`src/rtl/host_io_pkg.sv`:
```
package host_io_pkg;
  localparam int HADDR_W  = 24;
  localparam int DATA_W   = 16;
  localparam int BYTE_W   = 8;
  localparam int SADDR_W  = 16;
  localparam int WIN_BITS = 4;
  localparam int IDX_W    = WIN_BITS - 1;

  localparam logic [HADDR_W-1:0] IO_BASE   = 24'h080000;
  localparam logic [HADDR_W-1:0] CMD_ADDR  = 24'h084000;
  localparam logic [SADDR_W-1:0] SND_LATCH = 16'hA000;

  typedef enum logic [IDX_W-1:0] {
    W_COIN  = 3'd0,
    W_PLAY  = 3'd1,
    W_SW_B  = 3'd4,
    W_SW_A  = 3'd5
  } io_word_e;

  function automatic logic idx_mapped(input logic [IDX_W-1:0] idx);
    return (idx == W_COIN) || (idx == W_PLAY) || (idx == W_SW_B) || (idx == W_SW_A);
  endfunction

  function automatic logic [DATA_W-1:0] pack_word(
    input logic [IDX_W-1:0]  idx,
    input logic [BYTE_W-1:0] coin,
    input logic [BYTE_W-1:0] p1,
    input logic [BYTE_W-1:0] p2,
    input logic [BYTE_W-1:0] sa,
    input logic [BYTE_W-1:0] sb
  );
    logic [DATA_W-1:0] w;
    w = '0;
    case (idx)
      W_COIN:  w = {{BYTE_W{1'b0}}, coin};
      W_PLAY:  w = {p2, p1};
      W_SW_B:  w = {sb, {BYTE_W{1'b0}}};
      W_SW_A:  w = {{BYTE_W{1'b0}}, sa};
      default: w = '0;
    endcase
    return w;
  endfunction
endpackage

```
`src/rtl/io_window_decode.sv`:
```
module io_window_decode
  import host_io_pkg::*;
(
  input  logic [HADDR_W-1:0] addr,
  input  logic               rd,
  input  logic               wr,
  output logic               rd_hit,
  output logic               wr_hit,
  output logic [IDX_W-1:0]   word_idx
);
  logic in_window;
  logic on_cmd;

  assign in_window = (addr[HADDR_W-1:WIN_BITS] == IO_BASE[HADDR_W-1:WIN_BITS]);
  assign on_cmd    = (addr[HADDR_W-1:1] == CMD_ADDR[HADDR_W-1:1]);
  assign rd_hit    = rd && in_window;
  assign wr_hit    = wr && on_cmd;
  assign word_idx  = addr[WIN_BITS-1:1];
endmodule

```
`src/rtl/io_read_pack.sv`:
```
module io_read_pack
  import host_io_pkg::*;
(
  input  logic               clk,
  input  logic               rst_n,
  input  logic               rd_hit,
  input  logic               wr_hit,
  input  logic [IDX_W-1:0]   word_idx,
  input  logic [BYTE_W-1:0]  coin_start_n,
  input  logic [BYTE_W-1:0]  p1_n,
  input  logic [BYTE_W-1:0]  p2_n,
  input  logic [BYTE_W-1:0]  sw_a_n,
  input  logic [BYTE_W-1:0]  sw_b_n,
  output logic [DATA_W-1:0]  rdata,
  output logic               ack
);
  logic unmapped_rd;
  logic [DATA_W-1:0] word_nxt;

  assign unmapped_rd = rd_hit && !idx_mapped(word_idx);
  assign word_nxt    = pack_word(word_idx, coin_start_n, p1_n, p2_n, sw_a_n, sw_b_n);

  always_ff @(posedge clk or negedge rst_n) begin
    if (!rst_n) begin
      rdata <= '0;
      ack   <= 1'b0;
    end else begin
      rdata <= rd_hit ? word_nxt : '0;
      ack   <= rd_hit || wr_hit;
    end
  end

  AST_UNMAPPED_ZERO: assert property (@(posedge clk) disable iff (!rst_n)
    unmapped_rd |=> (rdata == '0));
  AST_ACK_ON_HIT: assert property (@(posedge clk) disable iff (!rst_n)
    (rd_hit || wr_hit) |=> ack);
  AST_NO_ACK_MISS: assert property (@(posedge clk) disable iff (!rst_n)
    !(rd_hit || wr_hit) |=> !ack);
endmodule

```
`src/rtl/snd_cmd_latch.sv`:
```
module snd_cmd_latch
  import host_io_pkg::*;
(
  input  logic              clk,
  input  logic              rst_n,
  input  logic              cmd_wr,
  input  logic [BYTE_W-1:0] cmd_byte,
  input  logic              snd_fetch,
  output logic [BYTE_W-1:0] snd_rdata,
  output logic              snd_irq
);
  logic [BYTE_W-1:0] cmd_q;

  always_ff @(posedge clk or negedge rst_n) begin
    if (!rst_n) begin
      cmd_q     <= '0;
      snd_irq   <= 1'b0;
      snd_rdata <= '0;
    end else begin
      if (cmd_wr) cmd_q <= cmd_byte;
      if (cmd_wr)         snd_irq <= 1'b1;
      else if (snd_fetch) snd_irq <= 1'b0;
      snd_rdata <= snd_fetch ? cmd_q : '0;
    end
  end

  AST_IRQ_SET: assert property (@(posedge clk) disable iff (!rst_n)
    cmd_wr |=> snd_irq);
  AST_IRQ_CLEAR: assert property (@(posedge clk) disable iff (!rst_n)
    (snd_fetch && !cmd_wr) |=> !snd_irq);
  AST_IRQ_HOLD: assert property (@(posedge clk) disable iff (!rst_n)
    (snd_irq && !snd_fetch) |=> snd_irq);
  AST_LATCH_KEEP: assert property (@(posedge clk) disable iff (!rst_n)
    !cmd_wr |=> $stable(cmd_q));
endmodule

```
`src/rtl/host_io_port.sv`:
```
module host_io_port
  import host_io_pkg::*;
(
  input  logic               clk,
  input  logic               rst_n,
  input  logic [23:0]        host_addr,
  input  logic               host_rd,
  input  logic               host_wr,
  input  logic [15:0]        host_wdata,
  output logic [15:0]        host_rdata,
  output logic               host_ack,
  input  logic [7:0]         coin_start_n,
  input  logic [7:0]         p1_n,
  input  logic [7:0]         p2_n,
  input  logic [7:0]         sw_a_n,
  input  logic [7:0]         sw_b_n,
  input  logic [15:0]        snd_addr,
  input  logic               snd_rd,
  output logic [7:0]         snd_rdata,
  output logic               snd_irq
);
  logic             rd_hit;
  logic             wr_hit;
  logic [IDX_W-1:0] word_idx;
  logic             snd_fetch;

  assign snd_fetch = snd_rd && (snd_addr == SND_LATCH);

  io_window_decode u_dec (
    .addr     (host_addr),
    .rd       (host_rd),
    .wr       (host_wr),
    .rd_hit   (rd_hit),
    .wr_hit   (wr_hit),
    .word_idx (word_idx)
  );

  io_read_pack u_pack (
    .clk          (clk),
    .rst_n        (rst_n),
    .rd_hit       (rd_hit),
    .wr_hit       (wr_hit),
    .word_idx     (word_idx),
    .coin_start_n (coin_start_n),
    .p1_n         (p1_n),
    .p2_n         (p2_n),
    .sw_a_n       (sw_a_n),
    .sw_b_n       (sw_b_n),
    .rdata        (host_rdata),
    .ack          (host_ack)
  );

  snd_cmd_latch u_cmd (
    .clk       (clk),
    .rst_n     (rst_n),
    .cmd_wr    (wr_hit),
    .cmd_byte  (host_wdata[DATA_W-1:BYTE_W]),
    .snd_fetch (snd_fetch),
    .snd_rdata (snd_rdata),
    .snd_irq   (snd_irq)
  );

  AST_FETCH_WITH_WRITE: assert property (@(posedge clk) disable iff (!rst_n)
    (snd_fetch && wr_hit) |=> snd_irq);
endmodule

```
`config.mk`:
```
export PLATFORM = sky130hd
export DESIGN_NAME = host_io_port
export DESIGN_NICKNAME = d
export VERILOG_FILES = /design/src/rtl/host_io_pkg.sv /design/src/rtl/io_window_decode.sv /design/src/rtl/io_read_pack.sv /design/src/rtl/snd_cmd_latch.sv /design/src/rtl/host_io_port.sv
export SDC_FILE = /design/constraint.sdc
export NUM_CORES = 1
export LEC_CHECK = 0
export ABC_AREA = 1
export BUFFER_PORTS_ARGS = -buffer_cell sky130_fd_sc_hd__buf_2
export CORE_AREA = 2 2 67 69
export CTS_CLUSTER_DIAMETER = 100
export DETAILED_ROUTE_END_ITERATION = 7
export DIE_AREA = 0 0 69 71
export PLACE_DENSITY = 0.82
export SYNTH_ARGS = -nofsm -noshare
export SYNTH_HDL_FRONTEND = slang
export SYNTH_SLANG_ARGS = --single-unit
```
`constraint.sdc`:
```
create_clock -name clk -period 1.5 [get_ports clk]
set_input_delay 0 -clock clk [delete_from_list [all_inputs] [get_ports clk]]
set_output_delay 0 -clock clk [all_outputs]
set_load 0.05 [all_outputs]
```
# Word level (Yosys, flattened, before mapping)
# Index checks and enable logic that the tools add are counted.
# word_totals
regBits	34
# classes
n_eq_ne	6
n_mux	5
reduce_logical	6
# ops
operator	n
one-hot mux 16 bit (4 select lines)	1
equality test 23 x 19 -> 1 bit (second input constant)	1
equality test 20 x 16 -> 1 bit (second input constant)	1
equality test 16 bit (second input constant)	1
two-way mux 16 bit	1
two-way mux 8 bit	1
equality test 3 bit (second input constant)	2
equality test 3 x 1 -> 1 bit (second input constant)	1
logical AND 1 bit	3
zero test 3 bit	1
two-way mux 1 bit	2
nonzero test 2 bit	1
logical OR 1 bit	1

# Depth between registers and ports, before layout
# Gate-level depths: netlist (run 1).
# logic_depth
depth_word	4
mapped_depth	9
ltp_nobuf	8

# By module
# A second synthesis (run 1) with hierarchy kept.
# hier_totals
cells_unflattened	233
area_unflattened_um2	1746.7
# modules_own_cells
module	instances	cells_each	area_each_um2
io_read_pack	1	109	890.9
snd_cmd_latch	1	63	606.8
io_window_decode	1	40	167.7
host_io_port	1	21	81.3

# Worst setup path before layout (run 1)
# Ideal clock, no wire load.
# synth_path
path_type	in2reg
start	input host_addr[3]
end	register u_cmd.cmd_q[0]
setup_ps	116
t_arrival_ps	716
required_ps	1384
path_slack_ps	667
path_stages	7
path_cell_list	buf_4 > inv_4 > nand2_2 > nor2_8 > nand2_4 > nand2_1 > nand2_1
# synth_between
elab_chain_len	2
# synth_lines
item	line	text
from (decl)	host_io_port.sv:6	input logic [23:0] host_addr,
equality test 23 x 19 -> 1 bit	io_window_decode.sv:15	assign on_cmd = (addr[HADDR_W-1:1] == CMD_ADDR[HADDR_W-1:1]);
logical AND 1 bit	io_window_decode.sv:17	assign wr_hit = wr && on_cmd;
to (signal assigned)	snd_cmd_latch.sv:20	if (cmd_wr) cmd_q <= cmd_byte;
to (decl)	snd_cmd_latch.sv:12	logic [BYTE_W-1:0] cmd_q;
# Every way passes these cells.
# A chain may end at the register's enable or synchronous reset.

# Worst setup path after layout (run 1)
# layout_path
start	register u_pack.rdata[15]
end	output host_rdata[15]
# layout_lines
item	line	text
from (decl)	io_read_pack.sv:14	output logic [DATA_W-1:0] rdata,
from (signal assigned)	io_read_pack.sv:28	rdata <= rd_hit ? word_nxt : '0;
to (decl)	host_io_port.sv:10	output logic [15:0] host_rdata,
# No word-level cell between the ends.

==> qor_table.md, run 1 <==
| Group | Item | Value |
|:---|:---|:---|
| power and ir drop | VDD IR max | 0.000399 V |
| timing | RSZ-0062 raised after global routing | no |
| timing | Post-route fraction of the period consumed by the critical path | 58.9% |
| clock network | CTS H-Tree Depth | 2 |
| placement | Area post-placement | 0.00235 sq mm |
| clock network | TritonCTS clock tree | done |
| setup path | CP Capture Type | output port |
| routing | Via count | 1831 |
| routing | Final wirelength | 4250 um |
| synthesis | Synthesized cell area | 0.00173 sq mm |
| floorplanning | Initial Util | 41.1% |
| grt | Overflow after GRT | 0 |
| finish | # diodes | 0 |
| timing | Post-layout worst setup margin | 0.616 ns |
| placement | Detail Placement HPWL | 3340 um |
| timing | Number of hold-slack violations in the final timing report | 0 |
| floorplanning | Y dimension of the die | 71 um |
| synthesis | Syn. warnings | 0 |
| finish | Share of final-layout standard cells stronger than drive strength 1 | 38.4% |
| setup path | Worst Setup Path Type | flip-flop to output port |
| grt | Vias in the first global route | 1756 |
| clock network | Number of gates resized after cts | 0 |
| routing | WL met3 | 278 um |
| synthesis | Net Count, Synth | 330 |
| timing | Final critical path time including I/O delays and setup | 0.884 ns |
| timing | Least-Margin Pin Slew | 0.705 ns |
| setup path | Top fanout value on the critical path | 1 |
| routing | Uppermost metal layer occupied by signal nets | met4 |
| clock network | CTS Root Buffer Type | clkbuf_8 |
| routing | Final routed DRC violation total | 0 |
| setup path | CP Depth | 1 |
| power and ir drop | Cell leakage power | 1.57 nW |
| floorplanning | Core box area | 0.00420 sq mm |
| setup path | Critical path cell sequence | buf_2 |
| setup path | FF-to-FF path depth | 2 |
| finish | Final net count | 466 |
| setup path | Required time at the worst-slack endpoint | 1.50 ns |
| grt | Total global routing track utilization | 17.7% |
| placement | Cell count after placement | 395 |
| timing | Final-layout setup total negative slack | 0 ns |
| setup path | Worst path slowest cell | dfrtp_1 |
| grt | First-pass GRT wire length | 7070 um |
| clock network | Clock Tree Buf Depth | 2 |
| synthesis | Number of cells produced by synthesis | 229 |
| synthesis | Portion of the post-synthesis area used by sequential elements | 49.2% |
| synthesis | Mapped Avg Cell Area | 7.55 sq um |
| flow run | Count of max-cap constraint violations | 0 |
| power and ir drop | Cell Pwr Density | 763 mW/mm^2 |
| clock network | Clock-pin slew reported for the worst setup and hold paths after clock tree synthesis | 0.06 ns |
| timing | Worst-case clock skew | 0.00130 ns |
| finish | Final std cells w/o fill | 417 |
| setup path | Crit path buffers/inverters | 1 |
| min path | Type of the tightest min-delay check | input port to flip-flop |
| clock network | TritonCTS buffer count | 5 |
| routing | Number of nets with antenna violations after detailed routing | 0 |
| finish | Cell area after layout | 0.00262 sq mm |
| grt | Number of antenna violations at the first check in global routing | 0 |
| routing | 1st-iter DRT viols | 81 |
| setup path | Delay-heaviest family, CP | flip-flops |
| floorplanning | Die W | 69 um |
| floorplanning | Total Die Area | 0.00490 sq mm |
| floorplanning | I/O pin cnt | 127 |
| routing | Count of TritonRoute iterations in the first routing pass | 4 |
| routing | Routed wire length per instance | 10.2 um |
| placement | Final weighted congestion in routability-driven placement | 0.716 |
| routing | Per-cell via count in the routed design | 4.39 |
| placement | Worst slack, placed | 0.451 ns |
| finish | Synth-to-layout area growth | 51.2% |
| timing | Rel. slew slack | 53.0% |
| clock network | Number of sinks on the clock net | 34 |
| setup path | Nature of the critical path startpoint | flip-flop |
| setup path | Max incr delay on CP | 0.35 ns |
| timing | Max Fclk | 1.13 GHz |
| synthesis | Distinct cell type count after synthesis | 21 |
| min path | Number of stages on the worst hold path | 3 |
| routing | Routed met2 length | 2270 um |
| timing | Final setup violation count | 0 |
| setup path | Critical path data arrival time | 0.88 ns |
| power and ir drop | Overall power | 2.00 mW |
| grt | Largest net degree at the start of global routing | 35 |
| synthesis | Synth Register Bits | 34 |
| timing | Final Max Tran Viols | 0 |
| clock network | Skew-Pair Late Insertion Delay | 0.27 ns |
| routing | Met1 WL | 1660 um |
| placement | Input/output buffers | 117 |
| finish | Number of inserted filler cells in the final layout | 386 |
| outcome | Outcome | completed |
| floorplanning | Cell row count | 24 |
## kinds of logic (layout without fill, tap and decap cells)
logic type	Yosys count	in the layout	synth area share (%)
buffers and inverters	40	176	10.2
DFF	34	34	49.2
and+or+nand+nor	147	147	38.3
AOI/OAI and AO/OA	8	8	2.32
## path summary, 6_finish.rpt
path	start	end	slack, ns
hold / removal	p1_n[0]	u_pack.rdata[0]$_DFF_PN0_	0.004
min in group asynchronous	rst_n	u_cmd.snd_rdata[7]$_DFF_PN0_	0.31
setup reg to reg	u_cmd.cmd_q[5]$_DFFE_PN0P_	u_cmd.cmd_q[5]$_DFFE_PN0P_	0.90
setup / recovery	u_pack.rdata[15]$_DFF_PN0_	host_rdata[15]	0.62
max in group asynchronous	rst_n	u_pack.rdata[0]$_DFF_PN0_	0.73
hold reg to reg	u_cmd.cmd_q[3]$_DFFE_PN0P_	u_cmd.cmd_q[3]$_DFFE_PN0P_	0.47
## metrics by stage
step,utilization [%],hold WS [ns]
6_report,62.2,0.00416
5_1_grt,62.2,0.0122
4_1_cts,62.2,0.00547
3_5_place_dp,56.0,0.0941
3_3_place_gp,56.0,0.0879
2_1_floorplan,-,-0.296
## tightest hold or removal path, cell delays in order
cell and delay (ns):
buf_2 0.08, a21oi_1 0.06, nor2_1 0.10
## cell type report
class,count,area (sq um),area share [%]
clock buffer,6,82.6,3.16
clock inverter,1,30.0,1.15
inverter,35,134,5.12
multi-input combinational,155,702,26.8
sequential,34,851,32.5
tap,52,65.1,2.49
timing repair buffer,134,751,28.7
## layer usage
layer	track usage, %	vias up
li1	-	965
met1	18.2	784
met2	35.0	78
met3	4.84	4
met4	4.36	0
met5	0	-
## state kept, by name, indices dropped and copies added (netlist names)
name,flops
u_cmd.cmd_q,8
u_pack.rdata,16
u_pack.ack,1
u_cmd.snd_rdata,8
u_cmd.snd_irq,1
## layout by cell type (no fill, tap or decap)
cell	instances
a21oi_1	8
and3_1	1
buf_2	117
buf_4	2
bufinv_16	1
clkbuf_8	6
dfrtp_1	34
dlygate4sd3_1	15
inv_1	32
inv_2	2
inv_4	1
nand2_1	66
nand2_2	2
nand2_4	1
nand3_1	27
nand3_2	1
nand4_1	1
nor2_1	39
nor2_2	2
nor2_4	3
nor2_8	1
nor3_1	2
nor3_2	1
## Yosys cell counts
cell type	count	area (sq um)
buf_6	2	22.5
buf_2	1	5.00
nor2_8	1	20.0
nor2_4	3	33.8
nor3_1	2	10.0
nor3_2	1	10.0
nand2_1	66	248
inv_4	1	6.26
nand2_2	2	12.5
nand4_1	1	6.26
inv_1	32	120
nand2_4	1	11.3
nor2_1	39	146
a21oi_1	8	40.0
buf_4	2	15.0
nand3_2	1	10.0
inv_2	2	7.51
nor2_2	2	12.5
and3_1	1	6.26
dfrtp_1	34	851
nand3_1	27	135
## power breakdown
group	leakage, nW	internal (mW)	switching [mW]
Clock	0.0573	0.531	0.286
Combinational	1.04	0.141	0.122
Sequential	0.475	0.917	0.000000499
Total	1.57	1.59	0.408
## what timing repair did
action / in CTS / in global routing
hold buffers: 15 / 0
buffers inserted: 0 / 0
hold endpoints to repair: 48 / 0
Note: power is estimated with default switching activity, not from simulation.
==> run 2, diff against run 1 <==
Settings changed: CORE_AREA 2 2 67 69 to 2 2 69 71, DIE_AREA 0 0 69 71 to 0 0 71 73, PLACE_DENSITY 0.82 to 0.78.
Clock period 1.5 ns to 0.9 ns, I/O delays scaled along.
==> qor_table.md, run 2 (synthesis gave the netlist of run 1 again) <==
| Group | Item | Value |
|:---|:---|:---|
| floorplanning | Die W | 71 um |
| clock network | Number of sinks on the clock net | 34 |
| setup path | Critical path cell sequence | clkbuf_4 |
| timing | Post-layout worst setup margin | 0.0308 ns |
| setup path | Required time at the worst-slack endpoint | 0.90 ns |
| routing | Final wirelength | 4340 um |
| setup path | Worst Setup Path Type | flip-flop to output port |
| grt | Overflow after GRT | 0 |
| finish | Most flops, register | u_pack.rdata |
| outcome | Outcome | completed |
| timing | Max Fclk | 1.15 GHz |
| setup path | Critical path data arrival time | 0.87 ns |
| timing | RSZ-0062 raised after global routing | no |
| power and ir drop | Overall power | 3.09 mW |
| finish | Most common cell after layout, fill and taps aside | buf_2 |
| power and ir drop | VDD IR max | 0.000630 V |
| setup path | Crit path buffers/inverters | 1 |
| finish | # diodes | 0 |
| routing | Count of TritonRoute iterations in the first routing pass | 4 |
| setup path | Delay-heaviest family, CP | flip-flops |
| grt | Vias in the first global route | 1813 |
| floorplanning | I/O pin cnt | 127 |
| placement | Area post-placement | 0.00246 sq mm |
| power and ir drop | Cell leakage power | 1.61 nW |
| finish | Top library cells by usage in the layout, fill and taps aside | buf_2 (112), nand2_1 (66), nor2_1 (39) |
| flow run | Count of max-cap constraint violations | 0 |
| grt | Number of antenna violations at the first check in global routing | 0 |
| timing | Number of hold-slack violations in the final timing report | 0 |
| routing | 1st-iter DRT viols | 84 |
| timing | Final Max Tran Viols | 0 |
| clock network | TritonCTS buffer count | 5 |
| grt | Total global routing track utilization | 17.5% |
| floorplanning | Initial Util | 38.1% |
| clock network | Clock Tree Buf Depth | 2 |
| placement | Worst slack, placed | -0.0605 ns |
| placement | Input/output buffers | 117 |
| setup path | CP Capture Type | output port |
| min path | Type of the tightest min-delay check | input port to flip-flop |
| clock network | Skew-Pair Late Insertion Delay | 0.28 ns |
| clock network | CTS H-Tree Depth | 2 |
| clock network | Clock-pin slew reported for the worst setup and hold paths after clock tree synthesis | 0.07 ns |
| finish | Final net count | 473 |
| floorplanning | Cell row count | 25 |
| finish | Regs by FF count | u_pack.rdata (16), u_cmd.cmd_q (8), u_cmd.snd_rdata (8) |
| timing | Least-Margin Pin Slew | 0.342 ns |
| grt | Largest net degree at the start of global routing | 35 |
| finish | Cell area after layout | 0.00271 sq mm |
| clock network | TritonCTS clock tree | done |
| placement | Detail Placement HPWL | 3390 um |
| power and ir drop | Cell Pwr Density | 1140 mW/mm^2 |
| clock network | CTS Root Buffer Type | clkbuf_8 |
| routing | Routed wire length per instance | 10.2 um |
| setup path | Max incr delay on CP | 0.38 ns |
| timing | Post-route fraction of the period consumed by the critical path | 96.6% |
| routing | Final routed DRC violation total | 0 |
| floorplanning | Y dimension of the die | 73 um |
| finish | Largest register FFs | 16 |
| setup path | Nature of the critical path startpoint | flip-flop |
| finish | Number of inserted filler cells in the final layout | 408 |
| floorplanning | Core box area | 0.00454 sq mm |
| finish | Share of final-layout standard cells stronger than drive strength 1 | 39.4% |
| timing | Final critical path time including I/O delays and setup | 0.869 ns |
| routing | Via count | 1867 |
| routing | Number of nets with antenna violations after detailed routing | 0 |
| placement | Final weighted congestion in routability-driven placement | 0.737 |
| setup path | Worst path slowest cell | dfrtp_1 |
| floorplanning | Total Die Area | 0.00518 sq mm |
| setup path | Top fanout value on the critical path | 1 |
| timing | Worst-case clock skew | 0.00392 ns |
| clock network | Number of buffers added for setup after CTS | 0 |
| timing | Worst-case hold slack | 0.0200 ns |
| timing | Final setup violation count | 0 |
| timing | Rel. slew slack | 77.2% |
| finish | Synth-to-layout area growth | 56.8% |
| grt | First-pass GRT wire length | 7250 um |
| timing | Final-layout setup total negative slack | 0 ns |
| routing | Per-cell via count in the routed design | 4.37 |
-- run 2: final timing paths --
path / depth (start not counted) / start / endpoint / slack (ns)
min in group asynchronous: 3 / rst_n / u_pack.rdata[13]$_DFF_PN0_ / 0.20
max in group asynchronous: 3 / rst_n / u_pack.rdata[15]$_DFF_PN0_ / 0.52
min: 5 / p2_n[4] / u_pack.rdata[12]$_DFF_PN0_ / 0.02
max reg2reg: 2 / u_cmd.cmd_q[6]$_DFFE_PN0P_ / u_cmd.cmd_q[6]$_DFFE_PN0P_ / 0.30
min reg2reg: 2 / u_cmd.cmd_q[5]$_DFFE_PN0P_ / u_cmd.cmd_q[5]$_DFFE_PN0P_ / 0.47
max: 1 / u_pack.rdata[15]$_DFF_PN0_ / host_rdata[15] / 0.03
-- run 2: final cells by class --
| cell class | instances | area, sq um | area share [%] |
|---|---|---|---|
| timing repair buffer | 141 | 866 | 31.9 |
| sequential | 34 | 851 | 31.4 |
| multi-input combinational | 155 | 702 | 25.9 |
| inverter | 35 | 134 | 4.94 |
| clock buffer | 7 | 86.3 | 3.18 |
| tap | 54 | 67.6 | 2.49 |
| clock inverter | 1 | 5.00 | 0.185 |
-- run 2: per-layer routing --
metal | share of wire, % | up-vias | GRT usage, %
met5 | 0 | - | 0
met4 | 3.0 | 0 | 8.39
met3 | 7.3 | 15 | 3.73
met2 | 51 | 88 | 32.8
met1 | 38 | 788 | 18.6
li1 | - | 976 | -
-- run 2: power by group --
group          internal [mW]  switching [mW]  total (mW)
logic                  0.250           0.209       0.459
clock network          0.616           0.483        1.10
registers               1.53     0.000000906        1.53
total                   2.39           0.692        3.09
-- run 2: what timing repair did --
item / 4_1_cts / 5_1_grt
hold endpoints to repair: 48 / 0
setup endpoints to repair: 0 / 5
hold buffers: 15 / 0
gates resized for setup: 0 / 5
-- run 2: per-stage QoR --
step	std cells	util (%)
floorplan	229	-
global placement	404	54.2
detailed placement	404	54.2
CTS	427	59.5
global route	427	59.8
finish	427	59.8
